==> src/rtl/trc_filter_pkg.sv <==
package trc_filter_pkg;
  localparam int REG_W      = 32;
  localparam int CNT_W      = 64;
  localparam int LVL_W      = 2;
  localparam int NUM_EN_LVL = 2;
  localparam int TS_LSB     = 5;
  localparam int TS_W       = 2;

  typedef enum logic [TS_W-1:0] {
    TS_RSVD  = 2'b00,
    TS_VIRT  = 2'b01,
    TS_GPHYS = 2'b10,
    TS_PHYS  = 2'b11
  } ts_sel_e;

  function automatic logic [REG_W-1:0] wr_mask();
    logic [REG_W-1:0] m;
    m = '0;
    for (int i = 0; i < NUM_EN_LVL; i++) m[i] = 1'b1;
    for (int i = 0; i < TS_W; i++) m[TS_LSB+i] = 1'b1;
    return m;
  endfunction
endpackage

==> src/rtl/trc_cfg_reg.sv <==
module trc_cfg_reg #(
  parameter int REG_W = 32,
  parameter logic [REG_W-1:0] WMASK = '1
) (
  input  logic             clk,
  input  logic             rst,
  input  logic             wr_en,
  input  logic [REG_W-1:0] wr_data,
  output logic [REG_W-1:0] q
);
  always_ff @(posedge clk) begin
    if (rst)        q <= '0;
    else if (wr_en) q <= wr_data & WMASK;
  end

  // stored value is the write data with unused bits cleared
  a_r2_masked_write: assert property (@(posedge clk) disable iff (rst)
    $past(wr_en) && !$past(rst) |-> q == ($past(wr_data) & WMASK));
  // no write, no change
  a_r2_hold: assert property (@(posedge clk) disable iff (rst)
    !$past(wr_en) && !$past(rst) |-> $stable(q));
endmodule

==> src/rtl/trc_gate.sv <==
module trc_gate #(
  parameter int LVL_W  = 2,
  parameter int NUM_EN = 2
) (
  input  logic              clk,
  input  logic              rst,
  input  logic              sh_en,
  input  logic [LVL_W-1:0]  lvl,
  input  logic [NUM_EN-1:0] en,
  output logic              allowed
);
  logic [NUM_EN-1:0] hit;

  for (genvar g = 0; g < NUM_EN; g++) begin : g_lvl
    assign hit[g] = en[g] && (lvl == LVL_W'(g));
  end

  always_ff @(posedge clk) begin
    if (rst) allowed <= 1'b0;
    else     allowed <= sh_en && (|hit);
  end

  // global enable low forces no trace
  a_r8_sh_gate: assert property (@(posedge clk) disable iff (rst)
    !$past(sh_en) |-> !allowed);
  // levels above the enable range never trace
  a_r9_high_lvl: assert property (@(posedge clk) disable iff (rst)
    ($past(lvl) >= LVL_W'(NUM_EN)) |-> !allowed);
  // trace only when the matching bit was set
  a_r7_needs_bit: assert property (@(posedge clk) disable iff (rst)
    allowed |-> ($past(en) != '0));
endmodule

==> src/rtl/trc_tstamp.sv <==
module trc_tstamp
  import trc_filter_pkg::*;
#(
  parameter int CNT_W = 64
) (
  input  logic             clk,
  input  logic             rst,
  input  ts_sel_e          sel,
  input  logic [CNT_W-1:0] cnt,
  input  logic [CNT_W-1:0] voff,
  input  logic [CNT_W-1:0] goff,
  input  logic             goff_vld,
  output logic [CNT_W-1:0] tstamp,
  output logic             rsvd
);
  logic [CNT_W-1:0] goff_eff;
  logic [CNT_W-1:0] ts_d;

  assign goff_eff = goff_vld ? goff : '0;

  always_comb begin
    unique case (sel)
      TS_VIRT:  ts_d = cnt - voff;
      TS_GPHYS: ts_d = cnt - goff_eff;
      default:  ts_d = cnt;
    endcase
  end

  always_ff @(posedge clk) begin
    if (rst) begin
      tstamp <= '0;
      rsvd   <= 1'b0;
    end else begin
      tstamp <= ts_d;
      rsvd   <= (sel == TS_RSVD);
    end
  end

  // physical selection passes the counter
  a_r5_raw: assert property (@(posedge clk) disable iff (rst)
    !$past(rst) && $past(sel) == TS_PHYS |-> tstamp == $past(cnt));
  // virtual selection subtracts the virtual offset
  a_r3_virt: assert property (@(posedge clk) disable iff (rst)
    !$past(rst) && $past(sel) == TS_VIRT |-> tstamp + $past(voff) == $past(cnt));
  // absent offset feature means no subtraction
  a_r4_no_goff: assert property (@(posedge clk) disable iff (rst)
    !$past(rst) && $past(sel) == TS_GPHYS && !$past(goff_vld) |-> tstamp == $past(cnt));
  // reserved flag tracks the reserved select value
  a_r6_flag: assert property (@(posedge clk) disable iff (rst)
    !$past(rst) |-> rsvd == ($past(sel) == TS_RSVD));
endmodule

==> src/rtl/trc_filter_ctl.sv <==
module trc_filter_ctl
  import trc_filter_pkg::*;
#(
  parameter int RW = REG_W,
  parameter int CW = CNT_W,
  parameter int LW = LVL_W
) (
  input  logic          clk,
  input  logic          rst,
  input  logic          reg_wr_en,
  input  logic [RW-1:0] reg_wr_data,
  output logic [RW-1:0] reg_rd_data,
  input  logic [LW-1:0] priv_lvl,
  input  logic          sh_trace_en,
  input  logic [CW-1:0] phys_cnt,
  input  logic [CW-1:0] virt_off,
  input  logic [CW-1:0] gphys_off,
  input  logic          gphys_off_present,
  output logic          trace_allowed,
  output logic [CW-1:0] tstamp,
  output logic          reserved_ts
);
  localparam logic [RW-1:0] MASK = RW'(wr_mask());

  logic [RW-1:0] cfg;
  ts_sel_e       ts_sel;

  trc_cfg_reg #(.REG_W(RW), .WMASK(MASK)) u_cfg (
    .clk(clk), .rst(rst), .wr_en(reg_wr_en), .wr_data(reg_wr_data), .q(cfg)
  );

  assign reg_rd_data = cfg;
  assign ts_sel      = ts_sel_e'(cfg[TS_LSB +: TS_W]);

  trc_gate #(.LVL_W(LW), .NUM_EN(NUM_EN_LVL)) u_gate (
    .clk(clk), .rst(rst), .sh_en(sh_trace_en), .lvl(priv_lvl),
    .en(cfg[NUM_EN_LVL-1:0]), .allowed(trace_allowed)
  );

  trc_tstamp #(.CNT_W(CW)) u_ts (
    .clk(clk), .rst(rst), .sel(ts_sel), .cnt(phys_cnt), .voff(virt_off),
    .goff(gphys_off), .goff_vld(gphys_off_present),
    .tstamp(tstamp), .rsvd(reserved_ts)
  );

  // first cycle out of reset shows a cleared word and no trace
  a_r1_reset_clear: assert property (@(posedge clk) disable iff (rst)
    $past(rst) |-> reg_rd_data == '0 && !trace_allowed);
endmodule

==> config.mk <==
export PLATFORM = sky130hd
export DESIGN_NAME = trc_filter_ctl
export DESIGN_NICKNAME = d
export VERILOG_FILES = /design/src/rtl/trc_filter_pkg.sv /design/src/rtl/trc_cfg_reg.sv /design/src/rtl/trc_gate.sv /design/src/rtl/trc_tstamp.sv /design/src/rtl/trc_filter_ctl.sv
export SDC_FILE = /design/constraint.sdc
export NUM_CORES = 1
export LEC_CHECK = 0
export ABC_AREA = 1
export BUFFER_PORTS_ARGS = -buffer_cell sky130_fd_sc_hd__buf_2
export CELL_PAD_IN_SITES_DETAIL_PLACEMENT = 0
export CELL_PAD_IN_SITES_GLOBAL_PLACEMENT = 1
export CORE_UTILIZATION = 33
export CTS_CLUSTER_DIAMETER = 60
export DETAILED_ROUTE_END_ITERATION = 8
export GPL_ROUTABILITY_DRIVEN = 0
export PLACE_DENSITY = 0.92
export SYNTH_ARGS = -nofsm -noshare
export SYNTH_HDL_FRONTEND = slang
export SYNTH_HIERARCHICAL = 1
export SYNTH_SLANG_ARGS = --single-unit
==> constraint.sdc <==
create_clock -name clk -period 3.1 [get_ports clk]
set_input_delay 0.62 -clock clk [delete_from_list [all_inputs] [get_ports clk]]
set_output_delay 0.62 -clock clk [all_outputs]
set_load 0.01 [all_outputs]
Word level (Yosys, flattened, before mapping)
Index checks and enable logic that the tools add are counted.
Widths: inputs -> output; s select.
{"block": "totals", "in_bits": 231, "word_cells": 17, "ff_bits": 70}
{"block": "op_classes", "n_reduce_logical": 6, "n_addsub": 2, "eq_ne": 3, "n_mux": 2}
{"op": "$pmux 64 s2", "count": 1}
{"op": "$sub 64x64->64", "count": 2}
{"op": "$mux 64", "count": 1}
{"op": "$eq 2x1->1 const B", "count": 2}
{"op": "$logic_not 2->1", "count": 2}
{"op": "$logic_and 1x1->1", "count": 3}
{"op": "$eq 2x2->1 const B", "count": 1}
{"op": "$reduce_or 2->1", "count": 1}

Longest topological paths before layout
Gate-level depths: netlist of run 1.
{"block": "depth", "ltp_word": 4, "mapped_depth": 23, "depth_no_buf": 22}

Modules after synthesis
Netlist of run 1, hierarchy kept.
{"mod": "trc_tstamp", "cells_per_inst": 1711, "seq_area_each_um2": 1301.2, "instances": 1, "area_per_inst_um2": 8963.6}
{"mod": "trc_cfg_reg", "cells_per_inst": 55, "seq_area_each_um2": 80.1, "instances": 1, "area_per_inst_um2": 386.6}
{"mod": "trc_gate", "cells_per_inst": 11, "seq_area_each_um2": 20.0, "instances": 1, "area_per_inst_um2": 61.3}

Worst setup path before layout of run 1
OpenSTA, ideal clock, no wires.
{"block": "synth_timing", "kind": "reg2reg", "start": "reg u_cfg.q[5]", "end": "reg u_ts.tstamp[31]", "slack_ns": 0.499, "arrival_ns": 2.485, "setup_ns": 0.115, "synth_period_minus_slack_ns": 2.601, "path_buffers": 1, "stages_incl_launch_ff": 18, "path_cell_list": "dfxtp_1 -> inv_1 -> ha_1 -> inv_2 -> clkbuf_1 -> a22oi_1 -> ha_1 -> nand2_2 -> inv_1 -> a21oi_1 -> nand2_2 -> nand2_2 -> nand2_2 -> nand2_2 -> nand2_2 -> xor2_1 -> o21ai_0 -> inv_1"}
{"block": "synth_between", "elab_chain_len": 2, "word_cells_on_any_way": 3}
{"element": "start: declaration", "line_no": "trc_cfg_reg.sv:9", "text": "output logic [REG_W-1:0] q"}
{"element": "start signal: assignment", "line_no": "trc_cfg_reg.sv:13", "text": "else if (wr_en) q <= wr_data & WMASK;"}
{"element": "$eq 2x2->1 / $eq 2x1->1 (equally long branches)", "line_no": "trc_tstamp.sv:22", "text": "unique case (sel)"}
{"element": "$pmux 64 s2 (*)", "line_no": "trc_tstamp.sv:22"}
{"element": "end signal: assignment", "line_no": "trc_tstamp.sv:34", "text": "tstamp <= ts_d;"}
{"element": "end: declaration", "line_no": "trc_tstamp.sv:13", "text": "output logic [CNT_W-1:0] tstamp,"}
Mark *: on every way between the ends. The rest lies on a longest branch, timed or not.
A chain may end at the register's enable or synchronous reset.

Worst setup path after layout of run 1
{"block": "layout_timing", "start": "reg u_cfg.q[5]", "end": "reg u_ts.tstamp[54]"}
The elaborated chain is that of the path after synthesis.

==> results of run 1 <==
-- what timing repair did --
action                                 CTS  global route
endpoints found under the hold margin    0             0
setup buffers                            0            17
gates resized for setup                  0            76
setup endpoints to repair                0            43
-- per-stage QoR --
| step | hold WS [ns] | area (µm²) | instances |
|---|---|---|---|
| 3_5_place_dp | 0.480 | 11200 | 2416 |
| 4_1_cts | 0.490 | 11500 | 2432 |
| 2_1_floorplan | 0.504 | 9510 | 1804 |
| 6_report | 0.484 | 11900 | 2453 |
| 3_3_place_gp | 0.476 | 11200 | 2416 |
| 5_1_grt | 0.517 | 11900 | 2453 |
-- logic make-up after synthesis --
kind of cell,Yosys count
AND/OR/NAND/NOR,987
AO/OA/AOI/OAI,154
XOR/XNOR,31
adder cells (fa/ha/maj),66
flip-flops,70
other,1
buffers and inverters,468
-- metal layers --
metal / GRT usage (%) / wire length [µm]
met5: 0 / 0
met4: 8.58 / 916
met3: 3.01 / 2300
met2: 38.4 / 15700
met1: 28.1 / 15400
-- state kept, by name, summed over array words and instances (netlist names) --
register,flops
u_cfg/q,4
u_gate/allowed,1
u_ts/rsvd,1
u_ts/tstamp,64
-- layout make-up --
cell class / count / area share, %
Tap cell: 378 / 3.97
Clock buffer: 9 / 1.89
Clock inverter: 7 / 0.420
Timing Repair Buffer: 316 / 14.9
Antenna cell: 1 / 0.0210
Inverter: 406 / 12.8
Multi-Input combinational cell: 1266 / 54.2
Sequential cell: 70 / 11.8
-- placed cells by master (no fill, tap or decap), types with 10 or more instances in the layout --
master     instances
inv_1            398
nor3_1            10
dfxtp_1           69
clkbuf_16         11
a22oi_1           44
o21ai_0           33
nand4_1           11
nor2_2            27
a21oi_1           37
ha_1              52
ha_2              12
buf_4             37
conb_1            28
nor2_1           227
nand3_1           63
xor2_1            29
buf_2            272
nand2_2           49
nand2_1          581
a22oi_2           18
-- worst max path at each step --
| stage | start | to | slack (ns) |
|---|---|---|---|
| 2_1_floorplan | u_cfg/q[5]$_SDFFE_PP0P_ | u_ts/tstamp[31]$_SDFF_PP0_ | 0.50 |
| 3_3_place_gp | gphys_off_present | u_ts/tstamp[54]$_SDFF_PP0_ | 0.03 |
| 3_5_place_dp | gphys_off_present | u_ts/tstamp[40]$_SDFF_PP0_ | 0.03 |
| 4_1_cts | u_cfg/q[5]$_SDFFE_PP0P_ | u_ts/tstamp[28]$_SDFF_PP0_ | 0.06 |
| 5_1_grt | u_cfg/q[5]$_SDFFE_PP0P_ | u_ts/tstamp[55]$_SDFF_PP0_ | -0.07 |
| 6_report | u_cfg/q[5]$_SDFFE_PP0P_ | u_ts/tstamp[54]$_SDFF_PP0_ | 0.14 |
-- worst reg2reg max path, cell delays in order, from the launching register on --
cell,delay [ns]
dfxtp_2,0.33
inv_2,0.08
ha_2,0.20
nand2_2,0.10
inv_8,0.13
clkbuf_16,0.21
a22oi_2,0.08
ha_2,0.40
nand2_1,0.12
buf_4,0.16
nor2_1,0.15
nand2_1,0.14
inv_1,0.09
nand3_1,0.10
nand3_2,0.18
nand2_1,0.12
nand4_1,0.09
nand3_1,0.09
nand2_1,0.08
inv_1,0.03
-- power by group through the flow --
stage / combinational (W) / clock (W) / sequential (W)
finish: 0.00240 / 0.00102 / 0.00104
CTS: 0.00226 / 0.00104 / 0.00104
global placement: 0.00222 / 0 / 0.00106
detailed placement: 0.00225 / 0 / 0.00106
global route: 0.00268 / 0.00107 / 0.00105
floorplan: 0.00147 / 0 / 0.00112
==> summary.md, run 1 <==
| Metric | Value |
|---|---|
| Worst slack at placement | 0.0306 ns |
| Largest family of logic cells by synthesized area | simple AND/OR/NAND/NOR gates |
| Initial core utilization | 33.7% |
| Hold Violations, Final | 0 |
| Cell chain of the critical path | inv_2 -> ha_2 -> nand2_2 -> inv_8 -> clkbuf_16 -> a22oi_2 -> ha_2 -> nand2_1 -> buf_4 -> nor2_1 -> nand2_1 -> inv_1 -> nand3_1 -> nand3_2 -> nand2_1 -> nand4_1 -> nand3_1 -> nand2_1 -> inv_1 |
| Synth cell types | 37 |
| Layout Nets | 2366 |
| Area leader, netlist | nand2_1 |
| Overall power | 0.00446 W |
| Post-DP HPWL | 27.8 mm |
| Floorplan row count | 61 |
| Worst R2R Start | u_cfg/q[5]$_SDFFE_PP0P_ |
| Sw frac | 45.3% |
| Clock Sinks | 70 |
| Final Cycle Share | 95.6% |
| Reg2reg setup slack | 0.14 ns |
| Xor-xnor portion of the synthesized cell area | 2.88% |
| Htree depth | 3 |
| Setup Skew | 0.00934 ns |
| Leakage power | 7.50 nW |
| R2R depth | 19 |
| Synth Area per Inst | 5.30 µm² |
| CP Capture Type | register |
| Buffers & Inverters on Critical Path | 6 |
| Status | complete, no violations |
| Mux cell area share after synthesis | 0% |
| P_int | 0.00244 W |
| VDD IR max | 0.000259 V |
| Fill cell count | 3090 |
| Crit path max fanout | 9 |
| Number of enable flip-flop cells after synthesis | 0 |
| # hold bufs at CTS | 0 |
| # IOs | 329 |
| CTS Buffer Depth | 2 |
| Worst-path clk slew | 0.06 ns |
| CP peak stage delay | 0.40 ns |
| CTS tree | yes |
| Number of vias per cell | 4.58 |
| WL/cell | 14.0 µm |
| Hold Path Sink | u_cfg/q[0]$_SDFFE_PP0P_ |
| Post-layout min period | 2.96 ns |
| Vias | 11246 |
| # setup viols final | 0 |
| Crit-path slowest cell | ha_2 |
| Total grt overflow | 0 |
| Synth async-reset ratio | 0% |
| MaxCap Viol Count | 0 |
| Worst path depth | 19 |
| P&R area growth vs syn | 26.7% |
| TritonCTS Buffers | 9 |
| Synth Cell Area | 9410 µm² |
| Required @ worst endpoint | 3.36 ns |
| Core area | 27900 µm² |
| Largest net degree at the start of global routing | 42 |
| Max Fclk | 0.338 GHz |
| Worst Tran Pin Value | 0.978 ns |
| Worst hold path type | reg -> reg |
| Rel. slew slack | 34.8% |
| Multi-input gate area | 6470 µm² |
| Post-Syn Instances | 1777 |
| Yosys top cell area share | 23.8% |
| Pwr per Cell Area | 374 nW/µm² |
| Crit path launch type | register |
| Clock Latency Late Sink | 0.36 ns |
| PnR worst setup slack | 0.138 ns |
| Layout cells sized above 1 | 22.8% |
| Setup_tns | 0 ns |
| Synthesis Warnings | 6 |
| Post-synthesis sequential area ratio | 14.9% |
| Compound-Gate Fraction of Synth Area | 10.1% |
| Root Driver | clkbuf_16 |
| TritonRoute pass-1 iters | 5 |
| Comb pwr share | 53.8% |
| Flop pwr share | 23.3% |
| Cell family with most CP delay | simple AND/OR/NAND/NOR gates |
| Synth Flop Type | dfxtp_1 |
| FF+latch count, synth | 70 |
| Max Slew Vio Count | 0 |
| Simple-Gate Fraction of Synth Area | 43.1% |
| WL final | 34.3 mm |
| I/O Buffers | 272 |
| Sw power | 0.00202 W |
| Initial antenna violation count | 1 |
| Post-Synth Adder-Cell Area | 8.85% |
| DRC errors left | 0 |
| Most frequent cell on the critical path | nand2_1 |
| Vias in the first global route | 10131 |
| Clock power frac | 22.9% |
| Arrival time worst endpoint | 3.22 ns |
| Die W | 171 µm |
| Register area | 1400 µm² |
| Post-layout util | 42.7% |
| First-pass GRT wire length | 50.3 mm |
| Top cells by area, synth | nand2_1, inv_1, dfxtp_1 |
| GRT Util Overall | 22.3% |
| Reg2reg end | u_ts/tstamp[54]$_SDFF_PP0_ |
| Hold Path Depth | 2 |
| Iteration-0 DRC Markers | 920 |
| Commonest cells post-synth | nand2_1, inv_1, nor2_1 |
| Hold path start | u_cfg/q[0]$_SDFFE_PP0P_ |
| Most common cell in the synthesized netlist | nand2_1 |
| Die Ht | 171 µm |
| Antenna Nets Post-Route | 0 |
| Setup Crit Path Kind | reg -> reg |
| Die area | 29200 µm² |
No activity file was read; power rests on OpenSTA's default activity.
==> run 2: changes to the inputs <==
- GPL_TIMING_DRIVEN: unset -> 0
==> run 2 against run 1 <==
Effect of this change:
- utilization is 1.1 points higher
- wire length is 6.3% higher
- non-clock buffer count is 30 higher
- clock skew is 0.00091 ns lower
- first-iteration DRC count is 3.2% higher
- combinational power is 4% higher
- total power is 5.8% higher
- sequential share of layout area is 0.30 points lower
- largest power group unchanged
- highest routed layer unchanged
==> summary.md, run 2 (same netlist as run 1, synthesis figures left out) <==
| Metric | Value |
|---|---|
| Status | complete, no violations |
| Core area | 27900 µm² |
| Post-DP HPWL | 30.3 mm |
| Setup Skew | 0.00842 ns |
| # IOs | 329 |
| Worst R2R Start | u_cfg/q[5]$_SDFFE_PP0P_ |
| Max Fclk | 0.333 GHz |
| # setup viols final | 0 |
| Rel. slew slack | 42.9% |
| P_int | 0.00264 W |
| Leakage power | 7.64 nW |
| Post-layout min period | 3.00 ns |
| VDD IR max | 0.000282 V |
| Commonest non-fill, non-tap cell in the layout | nand2_1 |
| Floorplan row count | 61 |
| Pwr per Cell Area | 385 nW/µm² |
| Max Slew Vio Count | 0 |
| TritonCTS Buffers | 9 |
| Antenna Nets Post-Route | 0 |
| First-pass GRT wire length | 53.9 mm |
| Die area | 29200 µm² |
| Iteration-0 DRC Markers | 949 |
| Hold Path Depth | 2 |
| RSZ-0062 raised after global routing | yes |
| Number of vias per cell | 4.68 |
| Placed insts | 2453 |
| CP Capture Type | register |
| Diode count | 0 |
| Crit path launch type | register |
| DRC errors left | 0 |
| TritonRoute pass-1 iters | 6 |
| Final Cycle Share | 96.8% |
| Largest registers | u_ts/tstamp (64), u_cfg/q (4) |
| Biggest register | u_ts/tstamp |
| Die Ht | 171 µm |
| R2R depth | 18 |
| Most frequent cells in the layout | nand2_1, inv_1, buf_2 |
| Total grt overflow | 0 |
| Worst-path clk slew | 0.07 ns |
| Initial core utilization | 33.7% |
| Initial antenna violation count | 0 |
| WL final | 36.5 mm |
| Hold Path Sink | u_cfg/q[0]$_SDFFE_PP0P_ |
| Required @ worst endpoint | 3.36 ns |
| Sw power | 0.00208 W |
| Htree depth | 3 |
| # hold bufs at CTS | 0 |
| Die W | 171 µm |
| I/O Buffers | 271 |
| P&R area growth vs syn | 30.0% |
| Comb pwr share | 52.7% |
| WL/cell | 14.7 µm |
| Worst hold path type | reg -> reg |
| CTS tree | yes |
| Arrival time worst endpoint | 3.26 ns |
| Layout Nets | 2397 |
| Crit path max fanout | 10 |
| Non-Filler Instances | 2483 |
| Largest net degree at the start of global routing | 13 |
| Layout cells sized above 1 | 24.6% |
| Max reg flops | 64 |
| Setup Crit Path Kind | reg -> reg |
| Clock Latency Late Sink | 0.35 ns |
| Hold Slack | 0.482 ns |
| PnR worst setup slack | 0.0996 ns |
| Worst slack at placement | -0.506 ns |
| Hold path start | u_cfg/q[0]$_SDFFE_PP0P_ |
| CTS Buffer Depth | 2 |
| Vias in the first global route | 10506 |
| Placed Area | 11300 µm² |
| Hold Violations, Final | 0 |
| Root Driver | clkbuf_16 |
| Reg2reg end | u_ts/tstamp[57]$_SDFF_PP0_ |
| Sw frac | 44.1% |
| Clock Sinks | 70 |
| GRT Util Overall | 24.4% |
| Clock power frac | 25.2% |
| Flop pwr share | 22.0% |
| Non-Filler Cell Area, Final | 12200 µm² |
| MaxCap Viol Count | 0 |
| Reg2reg setup slack | 0.1 ns |
| Worst Tran Pin Value | 0.857 ns |
| Vias | 11629 |
[run 2: cell count changes in the layout (fill, tap and decap cells not counted), sizes merged, moves of 2 or more]
| cell | delta |
|---|---|
| buf | +13 |
| bufinv | +2 |
| clkbuf | +18 |
| clkinv | +3 |
| clkinvlp | -3 |
| inv | -3 |
[run 2: metal layers]
layer	vias to the layer above	share of wire (%)	track usage (%)	wire, µm
li1	5921	-	-	-
met3	81	7.0	2.89	2540
met1	5145	44	31.7	16000
met4	0	4.2	12.1	1540
met2	482	45	39.8	16400
met5	-	0	0	0
[run 2: worst max-delay path by stage]
stage / from / endpoint / slack (ns) / cells past startpoint
after floorplan: u_cfg/q[5]$_SDFFE_PP0P_ / u_ts/tstamp[31]$_SDFF_PP0_ / 0.50 / 17
after global placement: gphys_off_present / u_ts/tstamp[60]$_SDFF_PP0_ / -0.47 / 15
after detailed placement: gphys_off_present / u_ts/tstamp[60]$_SDFF_PP0_ / -0.51 / 15
after CTS: u_cfg/q[5]$_SDFFE_PP0P_ / u_ts/tstamp[29]$_SDFF_PP0_ / 0.01 / 18
after global routing: u_cfg/q[5]$_SDFFE_PP0P_ / u_ts/tstamp[53]$_SDFF_PP0_ / -0.04 / 18
final: u_cfg/q[5]$_SDFFE_PP0P_ / u_ts/tstamp[57]$_SDFF_PP0_ / 0.1 / 18
[run 2: cell type report]
type / instances / area, µm²
multi-input combinational: 1266 / 6620
inverter: 406 / 1530
timing repair inverter: 1 / 5.00
sequential: 70 / 1400
fill: 3150 / 15700
buffer: 62 / 429
clock inverter: 5 / 82.6
clock buffer: 11 / 243
tap: 378 / 473
timing repair buffer: 284 / 1450
[run 2: worst max-delay path, stage by stage (launching register included)]
cell	delay, ns
dfxtp_1	0.32
inv_1	0.09
ha_2	0.23
nand2_2	0.10
clkinv_4	0.13
buf_6	0.19
a22oi_2	0.09
ha_1	0.37
nand2_1	0.15
nor2_1	0.16
inv_1	0.10
nor3_2	0.22
nand3_1	0.14
nand2_2	0.17
nand2_1	0.14
nand3_1	0.10
nand3_1	0.09
nand2_1	0.07
inv_1	0.04
[run 2: per-stage QoR]
stage	power (W)	setup TNS [ns]	util (%)
6_report	0.00472	0	43.8
5_1_grt	0.00505	-0.153	43.8
4_1_cts	0.00457	0	42.0
3_5_place_dp	0.00335	-17.49	40.6
3_3_place_gp	0.00333	-16.71	40.6
2_1_floorplan	0.00259	0	-
[run 2: power by group through the flow]
stage | registers [W] | logic (W) | clock network [W]
after floorplan | 0.00112 | 0.00147 | 0
after global placement | 0.00106 | 0.00227 | 0
after detailed placement | 0.00106 | 0.00229 | 0
after CTS | 0.00104 | 0.00231 | 0.00121
after global routing | 0.00105 | 0.00275 | 0.00125
final | 0.00104 | 0.00249 | 0.00119
[run 2: timing repair]
| action | 4_1_cts | 5_1_grt |
|---|---|---|
| setup endpoints to repair | 50 | 48 |
| gates cloned | 0 | 1 |
| buffers inserted | 1 | 12 |
| pin swaps | 0 | 32 |
| gates resized for setup | 29 | 123 |
| endpoints found under the hold margin | 0 | 0 |
==> run 3: changes to the inputs <==
- ABC_AREA: 1 -> unset
- CORE_UTILIZATION: 33 -> 34
- SYNTH_HIERARCHICAL: 1 -> unset
==> run 3 against run 2 <==
Effect of this change:
- the flow now finishes with violations (negative setup slack)
- clock skew is 0.0052 ns higher
- sequential share of layout area rose by 0.70 points
- worst setup slack worse by 0.85 ns
- clock-buffer cell count unchanged
- critical path depth did not move
- critical endpoint is now u_ts.tstamp[52]$_SDFF_PP0_
- highest routed layer is now met5
==> summary.md, run 3 <==
| Metric | Value |
|---|---|
| Post-Syn Instances | 1007 |
| Worst-path clk slew | 0.07 ns |
| Core area | 21800 µm² |
| Final Cycle Share | 124% |
| Max reg flops | 64 |
| Vias in the first global route | 8482 |
| Initial core utilization | 34.6% |
| Die Ht | 151 µm |
| CTS Buffer Depth | 2 |
| Simple-Gate Fraction of Synth Area | 24.3% |
| Hold path start | priv_lvl[1] |
| P&R area growth vs syn | 53.1% |
| Setup Skew | 0.0137 ns |
| Synth async-reset ratio | 0% |
| GRT Util Overall | 24.5% |
| Post-synthesis sequential area ratio | 18.5% |
| Die W | 151 µm |
| Synth Area per Inst | 7.50 µm² |
| Post-layout min period | 3.85 ns |
| Post-DP HPWL | 21.6 mm |
| Mux cell area share after synthesis | 5.80% |
| Initial antenna violation count | 2 |
| RSZ-0062 raised after global routing | yes |
| Register area | 1410 µm² |
| Hold Violations, Final | 0 |
| Worst Tran Pin Value | 0.867 ns |
| Rel. slew slack | 42.2% |
| Commonest cells post-synth | a21oi_1, nor2_1, dfxtp_1 |
| Worst hold path type | in -> reg |
| Largest family of logic cells by synthesized area | compound AO/OA/AOI/OAI gates |
| Iteration-0 DRC Markers | 325 |
| Number of vias per cell | 5.31 |
| Synth Cell Area | 7560 µm² |
| TritonRoute pass-1 iters | 5 |
| MaxCap Viol Count | 0 |
| WL final | 29.3 mm |
| Synth cell types | 89 |
| CP Capture Type | register |
| TritonCTS Buffers | 9 |
| Biggest register | u_ts.tstamp |
| Setup_tns | -21.45 ns |
| PnR worst setup slack | -0.753 ns |
| Reg2reg end | u_ts.tstamp[52]$_SDFF_PP0_ |
| Most common cell in the synthesized netlist | a21oi_1 |
| Arrival time worst endpoint | 4.07 ns |
| Clock Latency Late Sink | 0.35 ns |
| Required @ worst endpoint | 3.32 ns |
| Die area | 22800 µm² |
| Layout Nets | 1686 |
| Reg2reg setup slack | -0.75 ns |
| Non-Filler Cell Area, Final | 11600 µm² |
| Antenna Nets Post-Route | 0 |
| Failing checks | negative setup slack |
| CP peak stage delay | 0.36 ns |
| Most frequent cells in the layout | buf_2, nor2_1, a21oi_1, buf_4, dfxtp_1 |
| Yosys top cell area share | 18.5% |
| Status | finished with violations |
| First-pass GRT wire length | 43.0 mm |
| Area leader, netlist | dfxtp_1 |
| Leakage power | 5.33 nW |
| Root Driver | clkbuf_16 |
| Number of enable flip-flop cells after synthesis | 0 |
| Max Fclk | 0.260 GHz |
| CTS tree | yes |
| Crit path launch type | register |
| Placed insts | 1585 |
| Pwr per Cell Area | 389 nW/µm² |
| Hold Path Sink | u_gate.allowed$_SDFF_PP0_ |
| R2R depth | 18 |
| I/O Buffers | 271 |
| Synth Flop Type | dfxtp_1 |
| Post-Synth Adder-Cell Area | 11.0% |
| VDD IR max | 0.000220 V |
| DRC errors left | 0 |
| Vias | 8889 |
| Setup Crit Path Kind | reg -> reg |
| Largest net degree at the start of global routing | 12 |
| Worst R2R Start | u_cfg.q[5]$_SDFFE_PP0P_ |
| Layout cells sized above 1 | 44.5% |
| Total grt overflow | 0 |
| Top cells by area, synth | dfxtp_1, ha_1, a21oi_1 |
| Synthesis Warnings | 0 |
| Htree depth | 3 |
| # IOs | 329 |
| Largest registers | u_ts.tstamp (64), u_cfg.q (4) |
| Floorplan row count | 54 |
| Diode count | 0 |
| Cell chain of the critical path | inv_2 -> ha_4 -> and2_4 -> clkbuf_16 -> clkbuf_16 -> a21oi_2 -> ha_1 -> buf_6 -> a21oi_4 -> o21ai_2 -> or3_4 -> a2111oi_4 -> nor3_4 -> o211ai_1 -> a21o_2 -> o21bai_1 -> nor4b_1 -> a311o_1 |
| FF+latch count, synth | 70 |
| Commonest non-fill, non-tap cell in the layout | buf_2 |
| Non-Filler Instances | 1674 |
| # setup viols final | 47 |
| Max Slew Vio Count | 0 |
| Crit path max fanout | 6 |
| WL/cell | 17.5 µm |
| Multi-input gate area | 6720 µm² |
| Clock Sinks | 70 |
| Fill cell count | 2079 |
| Most frequent cell on the critical path | clkbuf_16 |
| Hold Path Depth | 2 |
| Placed Area | 9710 µm² |
| Overall power | 0.00450 W |
| Compound-Gate Fraction of Synth Area | 27.2% |
| Xor-xnor portion of the synthesized cell area | 5.33% |
| Crit-path slowest cell | or3_4 |
==> run 3: cell count changes after synthesis, sizes merged, moves of 11 or more <==
cell,delta
a21o,+33
a21oi,+98
a22oi,-60
clkbuf,+18
inv,-383
mux2i,+40
nand2,-567
nand3,-48
nand4,+11
nor2,-151
nor2b,+66
xnor2,+21
==> run 3: per-layer routing <==
layer	routed length, µm	up-vias	global-route usage (%)	part of all wire, %
met5	24	-	0	0.082
met4	721	4	8.75	2.5
met3	1910	56	5.00	6.5
met2	14600	346	44.0	50
met1	12000	4140	28.6	41
li1	-	4343	-	-
==> run 3: cell type report <==
type | count | area share (%)
clock buffer | 11 | 2.01
tap | 280 | 3.03
sequential | 70 | 12.2
timing repair buffer | 353 | 18.0
buffer | 76 | 5.54
clock inverter | 5 | 0.433
multi-input combinational | 857 | 58.1
inverter | 22 | 0.714
==> run 3: stage by stage <==
stage          hold WS (ns)  setup slack (ns)  util, %
6_report              0.433            -0.753     53.0
5_1_grt               0.427            -0.858     53.0
4_1_cts               0.421            -0.792     50.0
3_5_place_dp          0.506             -1.31     44.5
3_3_place_gp          0.505             -1.33     44.5
2_1_floorplan         0.517            -0.462        -
==> run 3: power by group <==
group	total (W)	leakage (nW)	internal [W]	switching, W
clock network	0.00106	0.143	0.000619	0.000441
logic	0.00241	4.60	0.00110	0.00131
registers	0.00103	0.584	0.00100	0.0000281
==> run 3: critical path: cells and delay by family, from the launching register on <==
kind | cells | cell delay (ns)
AND/OR/NAND/NOR | 4 | 0.76
AO/OA/AOI/OAI | 8 | 1.63
flip-flops | 1 | 0.34
buffers and inverters | 4 | 0.54
adder cells (fa/ha/maj) | 2 | 0.41
==> run 3: worst max path at each step <==
| stage | from | cells past startpoint | end | slack, ns |
|---|---|---|---|---|
| floorplan | gphys_off_present | 15 | u_ts.tstamp[63]$_SDFF_PP0_ | -0.46 |
| global placement | gphys_off_present | 16 | u_ts.tstamp[52]$_SDFF_PP0_ | -1.33 |
| detailed placement | gphys_off_present | 16 | u_ts.tstamp[52]$_SDFF_PP0_ | -1.31 |
| CTS | u_cfg.q[5]$_SDFFE_PP0P_ | 19 | u_ts.tstamp[52]$_SDFF_PP0_ | -0.79 |
| global route | u_cfg.q[5]$_SDFFE_PP0P_ | 17 | u_ts.tstamp[63]$_SDFF_PP0_ | -0.86 |
| finish | u_cfg.q[5]$_SDFFE_PP0P_ | 18 | u_ts.tstamp[52]$_SDFF_PP0_ | -0.75 |
==> run 3: kinds of logic (layout without fill, tap and decap cells) <==
| group | after synthesis | count (layout) |
|---|---|---|
| xor+xnor | 46 | 46 |
| mux | 43 | 43 |
| compound gates | 316 | 316 |
| flops | 70 | 70 |
| other cells | 1 | 28 |
| fa+ha+maj | 66 | 66 |
| buf+inv | 107 | 467 |
| simple gates | 358 | 358 |
==> run 3: what timing repair did <==
item                       in CTS  in global routing
resized for setup             116                 99
cloned                          2                  1
buffers inserted               48                 36
setup endpoints to repair      53                 51
pin swaps                      58                 54
hold buffers                    0                  0
